### src/rtl/nvcmd_pkg.sv
`timescale 1ns/1ps
package nvcmd_pkg;

  localparam int KEY_W   = 16;
  localparam int KEY_LEN = 5;

  typedef enum logic [2:0] {
    CMD_NONE,
    CMD_STORE,
    CMD_RECALL,
    CMD_AS_OFF,
    CMD_AS_ON
  } nv_cmd_e;

  // Unlock word expected at each step of the key
  function automatic logic [KEY_W-1:0] key_word(input int idx);
    logic [KEY_W-1:0] w;
    case (idx)
      0:       w = 16'h4E38;
      1:       w = 16'hB1C7;
      2:       w = 16'h83E0;
      3:       w = 16'h7C1F;
      4:       w = 16'h703F;
      default: w = '0;
    endcase
    return w;
  endfunction

  function automatic logic bus_is_read(input logic cs_n, input logic oe_n, input logic we_n);
    return !cs_n && we_n && !oe_n;
  endfunction

  function automatic logic bus_is_write(input logic cs_n, input logic we_n);
    return !cs_n && !we_n;
  endfunction

endpackage

### src/rtl/nvcmd_bus_decode.sv
`timescale 1ns/1ps
module nvcmd_bus_decode
  import nvcmd_pkg::*;
(
  input  logic cyc_done,
  input  logic cs_n,
  input  logic oe_n,
  input  logic we_n,
  input  logic hold,
  output logic rd_ev,
  output logic wr_ev
);

  // Completed cycles only, and nothing at all while an operation runs
  assign rd_ev = cyc_done && !hold && bus_is_read(cs_n, oe_n, we_n);
  assign wr_ev = cyc_done && !hold && bus_is_write(cs_n, we_n);

endmodule

### src/rtl/nvcmd_key_match.sv
`timescale 1ns/1ps
module nvcmd_key_match
  import nvcmd_pkg::*;
#(
  parameter int               ADDR_W      = 16,
  parameter logic [KEY_W-1:0] STORE_ADDR  = 16'h8FC0,
  parameter logic [KEY_W-1:0] RECALL_ADDR = 16'h4C63,
  parameter logic [KEY_W-1:0] AS_OFF_ADDR = 16'h8B45,
  parameter logic [KEY_W-1:0] AS_ON_ADDR  = 16'h4B46,
  localparam int              STEP_W      = $clog2(KEY_LEN + 1)
) (
  input  logic              clk,
  input  logic              rst_n,
  input  logic              rd_ev,
  input  logic              wr_ev,
  input  logic [ADDR_W-1:0] addr,
  output nv_cmd_e           cmd_o,
  output logic [STEP_W-1:0] step_o
);

  localparam logic [STEP_W-1:0] LAST_STEP = STEP_W'(KEY_LEN);

  logic [STEP_W-1:0] step_q;
  logic [KEY_LEN-1:0] key_hit;
  logic [KEY_W-1:0]   a16;
  logic               exp_hit;
  logic               at_cmd;

  assign a16 = addr[KEY_W-1:0];

  generate
    for (genvar i = 0; i < KEY_LEN; i++) begin : g_key
      assign key_hit[i] = (a16 == key_word(i));
    end
  endgenerate

  assign at_cmd  = (step_q == LAST_STEP);
  assign exp_hit = !at_cmd && key_hit[step_q];

  always_comb begin
    cmd_o = CMD_NONE;
    if (rd_ev && at_cmd) begin
      if (a16 == STORE_ADDR)       cmd_o = CMD_STORE;
      else if (a16 == RECALL_ADDR) cmd_o = CMD_RECALL;
      else if (a16 == AS_OFF_ADDR) cmd_o = CMD_AS_OFF;
      else if (a16 == AS_ON_ADDR)  cmd_o = CMD_AS_ON;
    end
  end

  always_ff @(posedge clk or negedge rst_n) begin
    if (!rst_n) begin
      step_q <= '0;
    end else if (wr_ev) begin
      step_q <= '0;
    end else if (rd_ev) begin
      if (exp_hit) step_q <= step_q + 1'b1;
      else         step_q <= '0;
    end
  end

  assign step_o = step_q;

endmodule

### src/rtl/nvcmd_op_timer.sv
`timescale 1ns/1ps
module nvcmd_op_timer #(
  parameter int CNT_W = 8
) (
  input  logic             clk,
  input  logic             rst_n,
  input  logic             start,
  input  logic [CNT_W-1:0] len,
  output logic             busy,
  output logic             done
);

  logic [CNT_W-1:0] cnt_q;

  assign busy = (cnt_q != '0);
  assign done = (cnt_q == CNT_W'(1));

  always_ff @(posedge clk or negedge rst_n) begin
    if (!rst_n)     cnt_q <= '0;
    else if (start) cnt_q <= len;
    else if (busy)  cnt_q <= cnt_q - 1'b1;
  end

endmodule

### src/rtl/nvcmd_seq_detect.sv
`timescale 1ns/1ps
module nvcmd_seq_detect
  import nvcmd_pkg::*;
#(
  parameter int               ADDR_W      = 16,
  parameter int               STORE_CYC   = 20,
  parameter int               RECALL_CYC  = 40,
  parameter logic [KEY_W-1:0] STORE_ADDR  = 16'h8FC0,
  parameter logic [KEY_W-1:0] RECALL_ADDR = 16'h4C63,
  parameter logic [KEY_W-1:0] AS_OFF_ADDR = 16'h8B45,
  parameter logic [KEY_W-1:0] AS_ON_ADDR  = 16'h4B46
) (
  input  logic              clk,
  input  logic              rst_n,
  input  logic              bus_cs_n,
  input  logic              bus_oe_n,
  input  logic              bus_we_n,
  input  logic [ADDR_W-1:0] bus_addr,
  input  logic              cyc_done,
  input  logic              hw_store_req,
  input  logic              auto_store_req,
  output logic              store_pulse,
  output logic              recall_pulse,
  output logic              as_off_pulse,
  output logic              as_on_pulse,
  output logic              busy,
  output logic              dirty
);

  localparam int MAX_CYC = (STORE_CYC > RECALL_CYC) ? STORE_CYC : RECALL_CYC;
  localparam int CNT_W   = $clog2(MAX_CYC + 1);
  localparam int STEP_W  = $clog2(KEY_LEN + 1);

  // Named internal events
  logic              rd_ev, wr_ev;
  nv_cmd_e           sw_cmd;
  logic [STEP_W-1:0] step_w;
  logic              op_busy, op_done;
  logic              hw_go, au_go, start_store, start_recall, start_any;
  logic [CNT_W-1:0]  op_len;

  logic dirty_q, as_en_q;
  logic store_q, recall_q, off_q, on_q;

  nvcmd_bus_decode u_dec (
    .cyc_done (cyc_done),
    .cs_n     (bus_cs_n),
    .oe_n     (bus_oe_n),
    .we_n     (bus_we_n),
    .hold     (op_busy),
    .rd_ev    (rd_ev),
    .wr_ev    (wr_ev)
  );

  nvcmd_key_match #(
    .ADDR_W      (ADDR_W),
    .STORE_ADDR  (STORE_ADDR),
    .RECALL_ADDR (RECALL_ADDR),
    .AS_OFF_ADDR (AS_OFF_ADDR),
    .AS_ON_ADDR  (AS_ON_ADDR)
  ) u_match (
    .clk    (clk),
    .rst_n  (rst_n),
    .rd_ev  (rd_ev),
    .wr_ev  (wr_ev),
    .addr   (bus_addr),
    .cmd_o  (sw_cmd),
    .step_o (step_w)
  );

  // Store requests from the hardware pin and the power-loss path
  assign hw_go = hw_store_req && dirty_q && !op_busy;
  assign au_go = auto_store_req && as_en_q && dirty_q && !op_busy;

  // Hardware and automatic stores take priority over a software store or recall
  assign start_store  = hw_go || au_go || (sw_cmd == CMD_STORE);
  assign start_recall = !(hw_go || au_go) && (sw_cmd == CMD_RECALL);
  assign start_any    = start_store || start_recall;
  assign op_len       = start_recall ? CNT_W'(RECALL_CYC) : CNT_W'(STORE_CYC);

  nvcmd_op_timer #(.CNT_W(CNT_W)) u_timer (
    .clk   (clk),
    .rst_n (rst_n),
    .start (start_any),
    .len   (op_len),
    .busy  (op_busy),
    .done  (op_done)
  );

  always_ff @(posedge clk or negedge rst_n) begin
    if (!rst_n) begin
      dirty_q <= 1'b0;
      as_en_q <= 1'b1;
    end else begin
      if (wr_ev)        dirty_q <= 1'b1;
      else if (op_done) dirty_q <= 1'b0;
      if (sw_cmd == CMD_AS_OFF)     as_en_q <= 1'b0;
      else if (sw_cmd == CMD_AS_ON) as_en_q <= 1'b1;
    end
  end

  always_ff @(posedge clk or negedge rst_n) begin
    if (!rst_n) begin
      store_q  <= 1'b0;
      recall_q <= 1'b0;
      off_q    <= 1'b0;
      on_q     <= 1'b0;
    end else begin
      store_q  <= start_store;
      recall_q <= start_recall;
      off_q    <= (sw_cmd == CMD_AS_OFF);
      on_q     <= (sw_cmd == CMD_AS_ON);
    end
  end

  assign store_pulse  = store_q;
  assign recall_pulse = recall_q;
  assign as_off_pulse = off_q;
  assign as_on_pulse  = on_q;
  assign busy         = op_busy;
  assign dirty        = dirty_q;

endmodule

### config.mk
export PLATFORM = sky130hd
export DESIGN_NAME = nvcmd_seq_detect
export DESIGN_NICKNAME = d
export VERILOG_FILES = /design/src/rtl/nvcmd_pkg.sv /design/src/rtl/nvcmd_bus_decode.sv /design/src/rtl/nvcmd_key_match.sv /design/src/rtl/nvcmd_op_timer.sv /design/src/rtl/nvcmd_seq_detect.sv
export SDC_FILE = /design/constraint.sdc
export NUM_CORES = 1
export LEC_CHECK = 0
export ABC_CLOCK_PERIOD_IN_PS = 3530
export BUFFER_PORTS_ARGS = -buffer_cell sky130_fd_sc_hd__buf_2
export CORE_UTILIZATION = 50
export DETAILED_ROUTE_END_ITERATION = 7
export GPL_ROUTABILITY_DRIVEN = 0
export GPL_TIMING_DRIVEN = 0
export PLACE_DENSITY = 0.8
export SETUP_SLACK_MARGIN = 0.2
export SYNTH_ARGS = -nofsm -noshare
export SYNTH_HDL_FRONTEND = slang
export SYNTH_SLANG_ARGS = --single-unit
### constraint.sdc
create_clock -name clk -period 3.53 [get_ports clk]
set_input_delay 0.1765 -clock clk [delete_from_list [all_inputs] [get_ports clk]]
set_output_delay 0.1765 -clock clk [all_outputs]
set_load 0.01 [all_outputs]
* After elaboration in Yosys (flattened, before gate mapping) *
Index checks and enable logic that the tools add are counted.

cells by class
  add/subtract/negate cells = 2
  magnitude comparators = 1
  equal/unequal tests = 15
  muxes and demuxes = 17
  reductions and logical operators = 28

operator list
  kind                  count
  $eq 16x15->1 const B  5
  $eq 16x16->1 const B  4
  $mux 3                8
  $mux 6                3
  $logic_and 1x1->1     14
  $reduce_bool 2->1     4
  $eq 3x2->1 const B    2
  $eq 3x3->1 const B    2
  $eq 6x1->1 const B    1
  $logic_not 1->1       6
  $reduce_bool 6->1     1
  $sub 6x1->6 const B   1
  $mux 1                5
  $lt 3x4->1 const B    1
  $add 3x1->3 const B   1
  $bmux 1 s3            1
  $eq 3x1->1 const B    1
  $logic_or 1x1->1      3

word-level totals
  register bits after elaboration = 15
  output and inout bits = 6
  logic and storage cells = 71

* Logic depth before layout (Yosys ltp) *
  depth in word-level cells = 10
  depth in mapped cells = 7

* Hierarchy *
From an unflattened synthesis, not the netlist that was laid out.

second synthesis, totals
  cells, all modules = 129
  area, all modules = 1192.4 sq um

modules (own cells, without submodules)
  module            times used  cells an instance  area an instance (sq um)  sequential area each (sq um)
  nvcmd_key_match   1           61                 488.0                     75.1
  nvcmd_op_timer    1           43                 405.4                     150.1
  nvcmd_seq_detect  1           22                 274.0                     151.4
  nvcmd_bus_decode  1           3                  25.0                      0.0

* Worst setup path after synthesis *
No wires, ideal clock.

  kind = register to register
  from = register u_match.step_q[0] (netlist: u_match.step_o[0])
  to = register u_match.step_q[1] (netlist: u_match.step_o[1])
  setup time = 0.092 ns
  data arrival time = 1.623 ns
  data required time = 3.438 ns
  setup slack = 1.815 ns
  cell stages (with the launch flop) = 5
  path buffers = 0
  period minus slack after synthesis = 1.715 ns
  cell sequence = dfrtp_1 or4b_4 o41a_1 a32o_1 o31ai_2

on the way
  longest elaborated chain between the ends = 6
  elaborated cells on any way between the ends = 9

ends and longest elaborated chain
  item                                                             RTL line                                      text
  start: declaration                                               nvcmd_key_match.sv:23                         logic [STEP_W-1:0] step_q;
  start signal: assignment                                         nvcmd_key_match.sv:56                         if (exp_hit) step_q <= step_q + 1'b1;
  $bmux 1 s3 or $eq 3x3->1 (tied branches)                         nvcmd_key_match.sv:38, nvcmd_key_match.sv:37
  $mux 1 (implied by the code) or $logic_not 1->1 (tied branches)  nvcmd_key_match.sv:38                         assign exp_hit = !at_cmd && key_hit[step_q];
  $logic_and 1x1->1                                                nvcmd_key_match.sv:38
  $mux 3 (*)                                                       nvcmd_key_match.sv:56
  $mux 3 (*)                                                       nvcmd_key_match.sv:55                         end else if (rd_ev) begin
  $mux 3 (*)                                                       nvcmd_key_match.sv:53                         end else if (wr_ev) begin

Every way passes the cells marked *; elsewhere a longest branch is shown, timed or not. The select of a mux whose other input is x is not followed.
A chain may end at the register's enable or synchronous reset.

* Worst setup path after layout *
Same ends and word-level chain as after synthesis.

==> run metrics <==
Buf+Inv Stages, Crit Path=0; setup TNS=0 ns; Skew-Pair Late Insertion Delay=0.28 ns; most frequent cells in the layout=29 x buf_2, 16 x nand2_1, 14 x dfrtp_1, 8 x inv_1, 7 x nor2_1; Horiz. Die Dim=48.6 um; PortBufs=29; crit path max-delay cell type=or4b_4; Post-Place Cell Area=1260 um^2; Ports=30; initial antenna violation count=0; CP max stage delay=0.52 ns; final setup fails=0; flop-to-flop setup slack=1.63 ns; die height=roughly 49 um; CP max FO=8; drt first pass iters=4; Critical R2R Capture=u_match.step_o[1]; Hold Crit Class=in2reg; global-route wire length before repair=4.44 mm; CTS tree=built; Mean Syn Cell Area=9.27 um^2; post-route cell area=~1300 um^2; asr flop ratio synth=100%; Crit path arrival time=between 2 and 2.5 ns; Crit Path Category=reg2reg; Final Slew Violations=0; Antenna Cells=0; Leak Pwr=about 0.6 nW; RSZ-0062 raised after global routing=no; vias per cell=around 5.9; Clock transition at path regs=around 0.090 ns; Fmax=0.526 GHz; FF+latch count, synth=15; outcome=completed; Slew HR=71.1%; Mapped Area=1080 um^2; CP Cell Sequence=or4b_4, nor3_2, o2bb2a_1, a32o_1, o31ai_2; CTS max path bufs=2; initial drt markers=39; r2r startpoint=u_match.step_o[0]; clk sinks=15; CTS Root Cell=clkbuf_4; ranking of synthesized cells by area=dfrtp_1 32%, ha_1 5.8%, nand2_1 5.5%, nand4b_1 3.2%, inv_1 2.8%; WL per Instance=~15 um; startpoint types=register; hold path startpoint=bus_addr[0]; Main synth FF type=dfrtp_1; Fill cells=roughly 160; WP data required=3.72 ns; Starting Density=54.2%; drt drc=0; routed vias=1055; Std-Cell Rows=16; DRT Wirelength=2.59 mm; period utilization=about 54%; Worst Hold Path Cells=2; area grow syn2layout=20.0%; R2R cell count=5; Seq/Total Area, Yosys=34.7%; final net count=181; final hold vios=0; clock skew=0.00448 ns; Warnings, synthesis=0; total global-route track usage=24.0%; crit path capture type=register; Max Cap Viol=0; TritonCTS Buffers=3; Post-synth EDFFs=0; post-CTS setup repair buffer count=0; hold endpoint=as_en_q; maximum vdd ir drop=roughly 250 uV; hpwl dp=2.07 mm; share of cells above drive strength 1=27.2%; Post-DRT Antenna Nets=0; grt ovf=0; synth unique cells=47; H-tree Lvls=1; worst-margin pin slew=0.428 ns; CP top delay family=simple AND/OR/NAND/NOR gates; most common cell after layout, fill and taps aside=buf_2; Syn Nets=146; cts repair resizes=0; pwr dens=235 nW/um^2; Synth area leader=dfrtp_1; top-area cell type share of the netlist area=32.3%; dpl cells=173; Core Area=2000 um^2; Core Util, Final=65.0%; final worst path period need=1.90 ns; die area=2360 um^2; largest net degree at the start of global routing=16; vias in the first global route=1033; Cells after Synth=117; final non-filler cell total=178
## power by group
part	internal [mW]	leakage [nW]	total, mW	switching, mW
registers	0.172	0.186	0.172	0
clock network	0.0420	0.0177	0.0966	0.0545
logic	0.0173	0.400	0.0381	0.0208
total	0.231	0.604	0.306	0.0754
## area by class of cell
type	instances	area, um^2	area share (%)
multi-input cells	94	678	52.1
flip-flops and latches	15	377	28.9
repair buffers	30	155	11.9
well taps	27	33.8	2.60
inverters	8	30.0	2.31
clock buffers	3	22.5	1.73
clock inverters	1	5.00	0.385
## state kept, by name, indices dropped and copies added (netlist names)
register and flops:
as_on_pulse 1, store_pulse 1, u_match.step_o 3, as_off_pulse 1, u_timer.cnt_q 6, as_en_q 1, recall_pulse 1, dirty 1
## worst reg2reg max path, cell delays in order, from the launching register on
cell      delay (ns)
dfrtp_1         0.47
or4b_4          0.52
nor3_2          0.18
o2bb2a_1        0.24
a32o_1          0.23
o31ai_2         0.18
## worst max path at each step
stage                        end         startpoint  slack (ns)  depth (start not counted)
2_1_floorplan  u_match.step_o[1]  u_match.step_o[0]        1.82                          4
3_3_place_gp             as_en_q   u_timer.cnt_q[2]        1.70                          5
3_5_place_dp   u_match.step_o[1]  u_match.step_o[0]        1.65                          5
4_1_cts        u_match.step_o[1]  u_match.step_o[0]        1.63                          5
5_1_grt                  as_en_q   u_timer.cnt_q[2]        1.46                          5
6_report       u_match.step_o[1]  u_match.step_o[0]        1.63                          5
## routing by layer
layer | vias up | routed length [um] | GRT usage [%]
met1 | 494 | 1160 | 32.1
met2 | 45 | 1220 | 40.1
met5 | - | 0 | 0
li1 | 514 | - | -
met3 | 2 | 189 | 4.72
met4 | 0 | 14 | 5.39
## logic make-up (layout without fill, tap and decap cells)
| family | after synthesis | after routing | synth area share, % |
|---|---|---|---|
| fa+ha+maj | 5 | 5 | 5.77 |
| buf+inv | 8 | 42 | 2.77 |
| xor+xnor | 4 | 4 | 3.23 |
| compound gates | 17 | 17 | 12.0 |
| simple gates | 67 | 67 | 40.6 |
| mux | 1 | 1 | 0.923 |
| flops | 15 | 15 | 34.7 |
## repair_timing
item                                    in CTS  in global routing
endpoints found under the setup margin       0                  0
hold buffers                                 1                  0
hold endpoints to repair                    14                  0
## cell usage after synthesis, types with 2 or more instances
master    instances
nand2_1          16
dfrtp_1          14
inv_1             8
nor2_1            7
ha_1              5
nand3_1           4
nand4_1           4
nand4b_1          4
nand2b_1          3
nor4_1            3
o21ai_0           3
a21oi_1           2
a32o_1            2
and4_1            2
nor2b_1           2
nor3_1            2
nor3_2            2
nor4b_1           2
o21ai_1           2
xnor2_1           2
xor2_1            2
## through the flow
| stage | setup WS [ns] | hold slack, ns | power, mW |
|---|---|---|---|
| floorplan | 1.82 | -0.119 | 0.186 |
| global placement | 1.70 | 0.0932 | 0.210 |
| detailed placement | 1.65 | 0.100 | 0.212 |
| CTS | 1.63 | 0.117 | 0.310 |
| global route | 1.46 | 0.138 | 0.320 |
| finish | 1.63 | 0.121 | 0.306 |
Power figures use the tool's default switching activity.
